**src/rtl/dct_pkg.sv**
```systemverilog
// Shared definitions for the dual-compare timer: register addresses and mode layout.
// Assumes an 8-bit register bus and a counter exactly two bus bytes wide.
package dct_pkg;
    localparam int ADDR_W = 3;

    typedef enum logic [ADDR_W-1:0] {
        A_P1_LO  = 3'd0,
        A_P1_HI  = 3'd1,
        A_P2_LO  = 3'd2,
        A_P2_HI  = 3'd3,
        A_CAP_LO = 3'd4,
        A_CAP_HI = 3'd5,
        A_MODE   = 3'd6,
        A_NONE   = 3'd7
    } reg_addr_e;

    typedef struct packed {
        logic irq_ovf;  // bit 1: primary interrupt from overflow
        logic clr_ovf;  // bit 0: counter clears on overflow
    } mode_t;
endpackage

```
**src/rtl/dct_regs.sv**
```systemverilog
// Register file: compare presets, mode field and capture register, plus the read mux.
// Assumes CNT_W == 2*BUS_W; capture writes ignore their data.
module dct_regs
    import dct_pkg::*;
#(
    parameter int CNT_W = 16,
    parameter int BUS_W = 8
) (
    input  logic              clk,
    input  logic              rst_n,
    input  logic              wr_en,
    input  logic [ADDR_W-1:0] wr_addr,
    input  logic [BUS_W-1:0]  wr_data,
    input  logic [ADDR_W-1:0] rd_addr,
    input  logic [CNT_W-1:0]  cnt,
    output logic [CNT_W-1:0]  pre1,
    output logic [CNT_W-1:0]  pre2,
    output logic [CNT_W-1:0]  cap,
    output logic              cap_wr,
    output mode_t             mode,
    output logic [BUS_W-1:0]  rd_data
);
    localparam int HI = CNT_W - 1;

    assign cap_wr = wr_en && (wr_addr == A_CAP_LO || wr_addr == A_CAP_HI);

    // Byte writes into presets and mode; snapshot of the counter on capture strobe.
    always_ff @(posedge clk) begin
        if (!rst_n) begin
            pre1 <= '0;
            pre2 <= '0;
            cap  <= '0;
            mode <= '0;
        end else begin
            if (wr_en) begin
                case (wr_addr)
                    A_P1_LO: pre1[BUS_W-1:0]  <= wr_data;
                    A_P1_HI: pre1[HI:BUS_W]   <= wr_data;
                    A_P2_LO: pre2[BUS_W-1:0]  <= wr_data;
                    A_P2_HI: pre2[HI:BUS_W]   <= wr_data;
                    A_MODE:  mode             <= mode_t'(wr_data[1:0]);
                    default: ;
                endcase
            end
            if (cap_wr) cap <= cnt;
        end
    end

    // Combinational read mux.
    always_comb begin
        case (rd_addr)
            A_P1_LO:  rd_data = pre1[BUS_W-1:0];
            A_P1_HI:  rd_data = pre1[HI:BUS_W];
            A_P2_LO:  rd_data = pre2[BUS_W-1:0];
            A_P2_HI:  rd_data = pre2[HI:BUS_W];
            A_CAP_LO: rd_data = cap[BUS_W-1:0];
            A_CAP_HI: rd_data = cap[HI:BUS_W];
            A_MODE:   rd_data = {{(BUS_W-2){1'b0}}, mode};
            default:  rd_data = '0;
        endcase
    end
endmodule

```
**src/rtl/dct_counter.sv**
```systemverilog
// Up-counter: steps on each enabled tick, returns to zero on a clear, wraps naturally.
// Assumes clr is only asserted together with tick_en.
module dct_counter #(
    parameter int CNT_W = 16
) (
    input  logic             clk,
    input  logic             rst_n,
    input  logic             tick_en,
    input  logic             clr,
    output logic [CNT_W-1:0] cnt,
    output logic             at_max
);
    assign at_max = &cnt;

    // Clear has priority over increment.
    always_ff @(posedge clk) begin
        if (!rst_n)       cnt <= '0;
        else if (clr)     cnt <= '0;
        else if (tick_en) cnt <= cnt + 1'b1;
    end
endmodule

```
**src/rtl/dct_chan.sv**
```systemverilog
// One compare channel: active compare register reloaded from its preset, and a match flag.
// Assumes the preset is stable when the counter clears; reload also happens while stopped.
module dct_chan #(
    parameter int CNT_W = 16
) (
    input  logic             clk,
    input  logic             rst_n,
    input  logic             run,
    input  logic             clr,
    input  logic [CNT_W-1:0] preset,
    input  logic [CNT_W-1:0] cnt,
    output logic [CNT_W-1:0] active,
    output logic             hit
);
    assign hit = (cnt == active);

    // Double buffer: follow preset while stopped, otherwise only on a counter clear.
    always_ff @(posedge clk) begin
        if (!rst_n)           active <= '0;
        else if (!run || clr) active <= preset;
    end
endmodule

```
**src/rtl/dual_cmp_timer.sv**
```systemverilog
// Top level: two compare channels on a shared up-counter, mode-selected clear and primary
// interrupt sources, registered one-clock interrupt pulses. Assumes tick comes from a prescaler.
module dual_cmp_timer
    import dct_pkg::*;
#(
    parameter int CNT_W = 16,
    parameter int BUS_W = 8
) (
    input  logic              clk,
    input  logic              rst_n,
    input  logic              run,
    input  logic              tick,
    input  logic              wr_en,
    input  logic [ADDR_W-1:0] wr_addr,
    input  logic [BUS_W-1:0]  wr_data,
    input  logic [ADDR_W-1:0] rd_addr,
    output logic [BUS_W-1:0]  rd_data,
    output logic              irq_cmp1,
    output logic              irq_cmp2
);
    localparam int NCH = 2;

    logic [CNT_W-1:0] cnt, pre1, pre2, cap, act1, act2;
    logic [CNT_W-1:0] pre_v [NCH];
    logic [CNT_W-1:0] act_v [NCH];
    logic [NCH-1:0]   hit_v;
    logic             cap_wr, at_max, tick_en, clr, ovf_ev, m1_ev, m2_ev, clr_on_ovf;
    mode_t            mode;

    dct_regs #(.CNT_W(CNT_W), .BUS_W(BUS_W)) u_regs (
        .clk, .rst_n, .wr_en, .wr_addr, .wr_data, .rd_addr, .cnt,
        .pre1, .pre2, .cap, .cap_wr, .mode, .rd_data
    );

    dct_counter #(.CNT_W(CNT_W)) u_cnt (
        .clk, .rst_n, .tick_en, .clr, .cnt, .at_max
    );

    assign pre_v[0] = pre1;
    assign pre_v[1] = pre2;

    for (genvar i = 0; i < NCH; i++) begin : g_chan
        dct_chan #(.CNT_W(CNT_W)) u_chan (
            .clk, .rst_n, .run, .clr, .preset(pre_v[i]), .cnt,
            .active(act_v[i]), .hit(hit_v[i])
        );
    end

    assign act1 = act_v[0];
    assign act2 = act_v[1];

    // Event decode: all events are qualified by an enabled tick.
    assign tick_en    = run & tick;
    assign clr_on_ovf = mode.clr_ovf | mode.irq_ovf;
    assign ovf_ev     = tick_en & at_max;
    assign m1_ev      = tick_en & hit_v[0];
    assign m2_ev      = tick_en & hit_v[1];
    assign clr        = clr_on_ovf ? ovf_ev : m1_ev;

    // Interrupt pulses registered one clock after the qualifying tick.
    always_ff @(posedge clk) begin
        if (!rst_n) begin
            irq_cmp1 <= 1'b0;
            irq_cmp2 <= 1'b0;
        end else begin
            irq_cmp1 <= mode.irq_ovf ? ovf_ev : m1_ev;
            irq_cmp2 <= m2_ev;
        end
    end
endmodule

```
**config.mk**
```make
export PLATFORM = sky130hd
export DESIGN_NAME = dual_cmp_timer
export DESIGN_NICKNAME = d
export VERILOG_FILES = /design/src/rtl/dct_pkg.sv /design/src/rtl/dct_regs.sv /design/src/rtl/dct_counter.sv /design/src/rtl/dct_chan.sv /design/src/rtl/dual_cmp_timer.sv
export SDC_FILE = /design/constraint.sdc
export NUM_CORES = 1
export LEC_CHECK = 0
export ABC_AREA = 1
export BUFFER_PORTS_ARGS = -buffer_cell sky130_fd_sc_hd__buf_2
export CORE_MARGIN = 5
export CORE_UTILIZATION = 32
export DETAILED_ROUTE_END_ITERATION = 16
export PLACE_DENSITY = 0.53
export SETUP_SLACK_MARGIN = 0.2
export SYNTH_ARGS = -nofsm -noshare
export SYNTH_HDL_FRONTEND = slang
export SYNTH_HIERARCHICAL = 1
export SYNTH_SLANG_ARGS = --single-unit
```
**constraint.sdc**
```tcl
create_clock -name clk -period 2.79 [get_ports clk]
set_input_delay 0 -clock clk [delete_from_list [all_inputs] [get_ports clk]]
set_output_delay 0 -clock clk [all_outputs]
set_load 0.1 [all_outputs]
```
; Word-level counts from Yosys, hierarchy flattened
; Cells that the tools add are included.
[word_totals]
ff_bits = 100
latchBits = 0
ramBits = 0
rom_bits = 0
input_bits = 19
out_inout_bits = 10
word_cells = 49
n_memories = 0
[classes]
addsub = 1
n_mul = 0
div = 0
order_cmp = 0
n_eq_ne = 14
shift = 0
mux = 3
bitwise_logic = 6
n_reduce_logical = 13
[op_table]
columns = op, count
row1 = case mux 8 bit (7 select lines), 1
row2 = == test 16 bit, 2
row3 = "== test 3 bit, second input constant", 6
row4 = "adder 16 x 1 -> 16 bit, second input constant", 1
row5 = AND reduction 16 bit, 1
row6 = "== test 3 x 2 -> 1 bit, second input constant", 4
row7 = AND reduction 2 bit, 5
row8 = "== test 3 x 1 -> 1 bit, second input constant", 2
row9 = zero test 3 bit, 2
row10 = AND 1 bit, 4
row11 = logical OR 1 bit, 2
row12 = 2-to-1 mux 1 bit, 2
row13 = OR reduction 2 bit, 1
row14 = logical AND 1 bit, 1
row15 = zero test 1 bit, 1
row16 = inverter 1 bit, 1
row17 = bitwise OR 1 bit, 1

; Longest topological paths before layout
[depth]
depth_word = 4
depth_mapped = 15
depth_no_buf = 14

; Cells and area by module
; The synthesis kept the hierarchy.
[by_module_without_submodules]
columns = mod, instances, cells_each, area_each_um2, seq_area_each_um2
row1 = dct_regs, 1, 376, 2496.1, 1001.0
row2 = dct_chan, 2, 117, 808.3, 320.3
row3 = dct_counter, 1, 130, 863.3, 320.3
row4 = dual_cmp_timer, 1, 19, 110.1, 40.0

; Worst setup path before layout
; Ideal clock, no wire load.
[synth_timing]
path_type = register to register
from = register u_cnt.cnt[1]
to = register g_chan[0].u_chan.active[10]
setup_time_ns = 0.116
arrival_time_ns = 1.775
required_ns = 2.674
setup_slack_ns = 0.899
path_stages_with_launch = 10
path_buffers = 1
period_less_slack_ns = 1.891
cell_sequence = dfxtp_1 > ha_1 > nand3_2 > nor4_1 > nand3_1 > nand2_1 > nor2_4 > buf_4 > o21ai_0 > nor2_1
[synth_via]
elab_chain_cells = 4
word_cells_on_any_way = 6
classes_between = eq/ne (1) / mux (1) / bitwise (2) / reduce/logical (2)
[synth_lines]
columns = item, line
row1 = from (decl), dct_counter.sv:10  ; output logic [CNT_W-1:0] cnt,
row2 = from (signal assigned), dct_counter.sv:19  ; else if (tick_en) cnt <= cnt + 1'b1;
row3 = AND reduction 16 bit, dct_counter.sv:13  ; assign at_max = &cnt;
row4 = named net at_max, dual_cmp_timer.sv:27  ; logic cap_wr, at_max, tick_en, clr, ovf_ev, m1_ev, m2_ev, clr_on_ovf;
row5 = AND 1 bit, dual_cmp_timer.sv:55  ; assign ovf_ev = tick_en & at_max;
row6 = 2-to-1 mux 1 bit, dual_cmp_timer.sv:58  ; assign clr = clr_on_ovf ? ovf_ev : m1_ev;
row7 = named net clr, dual_cmp_timer.sv:27
row8 = logical OR 1 bit, dct_chan.sv:20  ; else if (!run || clr) active <= preset;
row9 = to (signal assigned), dct_chan.sv:20
row10 = to (decl), dct_chan.sv:12  ; output logic [CNT_W-1:0] active,
; The timed path passes the listed nets, and every way through them passes these cells.
; A chain may end at the register's enable or synchronous reset.

; Final worst setup path
[layout_timing]
from = register u_cnt.cnt[7]
to = register g_chan[0].u_chan.active[8]
; The elaborated chain is that of the path after synthesis.

==> results.sh <==
export IMPL_synth_compound_area_share_pct=10.0
export IMPL_leakagePower_nw=2.60
export IMPL_fmax_mhz=448
export IMPL_r2r_cells=10
export IMPL_coreArea_sq_um=15700
export IMPL_wl_per_cell_um=15.2
export IMPL_cts_buffers=9
export IMPL_finalSetupViolations=0
export IMPL_rr_startpoint="u_cnt/cnt[7]$_SDFFE_PP0P_"
export IMPL_yosys_area_share_xor_xnor_pct=3.96
export IMPL_dpl_worst_slack_ns=0.335
export IMPL_yosysWarnings=6
export IMPL_ys_seq_elements=100
export IMPL_status="completed"
export IMPL_place_gp_congestion=0.831
export IMPL_drv_slew=0
export IMPL_synthArstFlopShare_pct=0
export IMPL_post_dp_hpwl_um=11200
export IMPL_grtUsageTotal_pct=17.0
export IMPL_synthesis_nets=779
export IMPL_finalPower_mw=3.08
export IMPL_insertion_delay_ns=0.35
export IMPL_drt_iter0_drc=339
export IMPL_worstHoldStart="wr_addr[2]"
export IMPL_die_area_sq_um=18500
export IMPL_synth_cell_type_count=28
export IMPL_path_class="reg -> reg"
export IMPL_grt_pass1_vias=4335
export IMPL_required_ns=3.02
export IMPL_layout_drive_gt1_share_pct=11.2
export IMPL_tritoncts="done"
export IMPL_routed_via_density=4.70
export IMPL_relSlewSlack_pct=52.4
export IMPL_netlist_area_sq_um=5090
export IMPL_finalCriticalPeriod_ns=2.23
export IMPL_fin_skew_ns=0.0106
export IMPL_area_growth_syn_to_layout_pct=13.7
export IMPL_yosys_area_share_simple_pct=36.4
export IMPL_n_antenna_cell=0
export IMPL_ir_worst_vdd_mv=0.360
export IMPL_clock_sinks=100
export IMPL_rsz0062_at_grt="no"
export IMPL_cp_end_kind="flip-flop"
export IMPL_syn_inst=759
export IMPL_antenna_found_initial=0
export IMPL_avgSynthCellArea_sq_um=6.70
export IMPL_worst_slack_ns=0.556
export IMPL_grt_max_degree=85
export IMPL_tightestPinTransition_ns=0.714
export IMPL_cts_buffer_depth=2
export IMPL_place_inst=988
export IMPL_ioPinCount=29
export IMPL_nets=813
export IMPL_hold_depth=4
export IMPL_dr_total_vias=4765
export IMPL_io_buffers=28
export IMPL_die_w_um=136
export IMPL_synth_edf_count=0
export IMPL_finalWirelength_um=15400
export IMPL_powerDensity_nw_per_um2=533
export IMPL_cts_clk_slew_worst_paths_ns=0.07
export IMPL_hold_viol_final=0
export IMPL_fin_util_pct=36.8
export IMPL_grt_ovfl_total=0
export IMPL_startpoint_type="flip-flop"
export IMPL_arrival_ns=2.46
export IMPL_route_detailed_drc=0
export IMPL_grt_pass1_wl_um=23900
export IMPL_startpoint="u_cnt/cnt[7]$_SDFFE_PP0P_"
export IMPL_post_route_period_util_pct=80.1
export IMPL_final_cells=1013
export IMPL_synthAdderAreaFrac_pct=0.246
export IMPL_num_rows=46
export IMPL_ant_nets=0
export IMPL_ys_flop_type="dfxtp_1"
export IMPL_yosysSeqAreaShare_pct=39.4
export IMPL_crit_fanout=22
export IMPL_htree_levels=3
export IMPL_maxCapViolCount=0
export IMPL_setup_tns_final_ns=0
export IMPL_root_buffer="clkbuf_16"
export IMPL_dr_pass1_iters=5
export IMPL_hp_class="in -> reg"
export IMPL_synthMuxAreaShare_pct=0
export IMPL_die_h_um=136
export IMPL_synth_top_family_by_area="simple AND/OR/NAND/NOR gates"
export IMPL_start_util_pct=32.4
export IMPL_nFillCells=1730
## critical path, stage by stage (launching register included)
cell and delay [ns]:
dfxtp_1 0.48, buf_4 0.20, nand2_1 0.08, nor2_1 0.13
nand3_1 0.08, nor4_1 0.27, nand3_1 0.12, nand2_1 0.23
nor2_4 0.15, o21ai_0 0.29, nor2_1 0.06
## power breakdown
| group | internal (mW) | total, mW | switching [mW] |
|---|---|---|---|
| registers | 1.49 | 1.54 | 0.0513 |
| clock network | 0.628 | 1.18 | 0.557 |
| logic | 0.110 | 0.359 | 0.249 |
| total | 2.22 | 3.08 | 0.858 |
## synth_stat cells, drive strengths merged (2+ instances only)
cell type  count  share of area [%]
nand2        144                 11
nor2         204                 16
dfxtp        100                 39
xnor2         22                3.8
clkbuf         4               0.30
nand3         35                3.7
nand4         37                4.6
o21ai         78                7.7
a21oi         18                1.8
o21bai         2               0.44
inv           82                6.1
buf           26                3.6
## area by class of cell
cell class / count / area, sq um / area share, %
timing repair buffer: 53 / 353 / 6.10
sequential: 100 / 2000 / 34.6
tap: 216 / 270 / 4.67
clock buffer: 12 / 246 / 4.26
multi-input combinational: 546 / 2580 / 44.5
clock inverter: 3 / 23.8 / 0.411
inverter: 83 / 313 / 5.41
## layer usage
metal  wire [um]  global-route usage (%)
met1        7460                    24.0
met2        6790                    25.8
met5           0                       0
met3         799                    3.77
met4         328                    5.15
## kinds of logic after synthesis
| logic type | count (synthesis) |
|---|---|
| simple gates | 423 |
| buf+inv | 113 |
| flops | 100 |
| compound gates | 99 |
| xor+xnor | 23 |
| fa+ha+maj | 1 |
## flip-flops by register name, indices dropped and copies added (netlist names)
register / cells
u_cnt/cnt: 16
irq_cmp2: 1
u_regs/cap: 16
irq_cmp1: 1
u_regs/pre1: 16
g_chan.u_chan/active: 32
u_regs/pre2: 16
u_regs/mode: 2
## per-stage QoR
step / hold slack (ns) / instance area (sq um)
after detailed placement: 0.322 / 5410
after global routing: 0.0321 / 5780
final: 0.0392 / 5780
after global placement: 0.320 / 5410
after CTS: 0.0224 / 5780
after floorplan: 0.120 / 5090
## final timing paths
check                           slack (ns)                                      end
worst max-delay path                  0.56  g_chan[0].u_chan/active[8]$_SDFFE_PN0P_
worst min-delay path                  0.04             u_regs/pre1[13]$_SDFFE_PN0P_
worst max register to register        0.56  g_chan[0].u_chan/active[8]$_SDFFE_PN0P_
worst min register to register        0.48  g_chan[1].u_chan/active[5]$_SDFFE_PN0P_
## cell usage in the layout (no fill, tap or decap)
master	count
nor2_1	192
nand2_1	138
dfxtp_1	100
inv_1	74
o21ai_0	68
nand4_1	37
nand3_1	32
buf_2	28
xnor2_1	22
a21oi_1	18
buf_4	15
o21ai_1	10
dlygate4sd3_1	10
clkbuf_16	9
inv_2	8
nor2_4	7
nor2_2	5
nand3_2	3
nand2_2	3
nand2_4	3
clkbuf_1	2
clkinvlp_4	2
o21bai_2	2
or2_1	1
clkinv_4	1
clkbuf_8	1
nor4_1	1
xor2_1	1
ha_1	1
o21a_1	1
clkinv_2	1
nor3_4	1
## repair_timing
item                                    CTS  global route
hold buffers                             10             0
setup buffers                             0             0
gates resized for setup                   0             1
endpoints found under the setup margin    0            10
hold endpoints to repair                 20             0
Power figures use the tool's default switching activity.
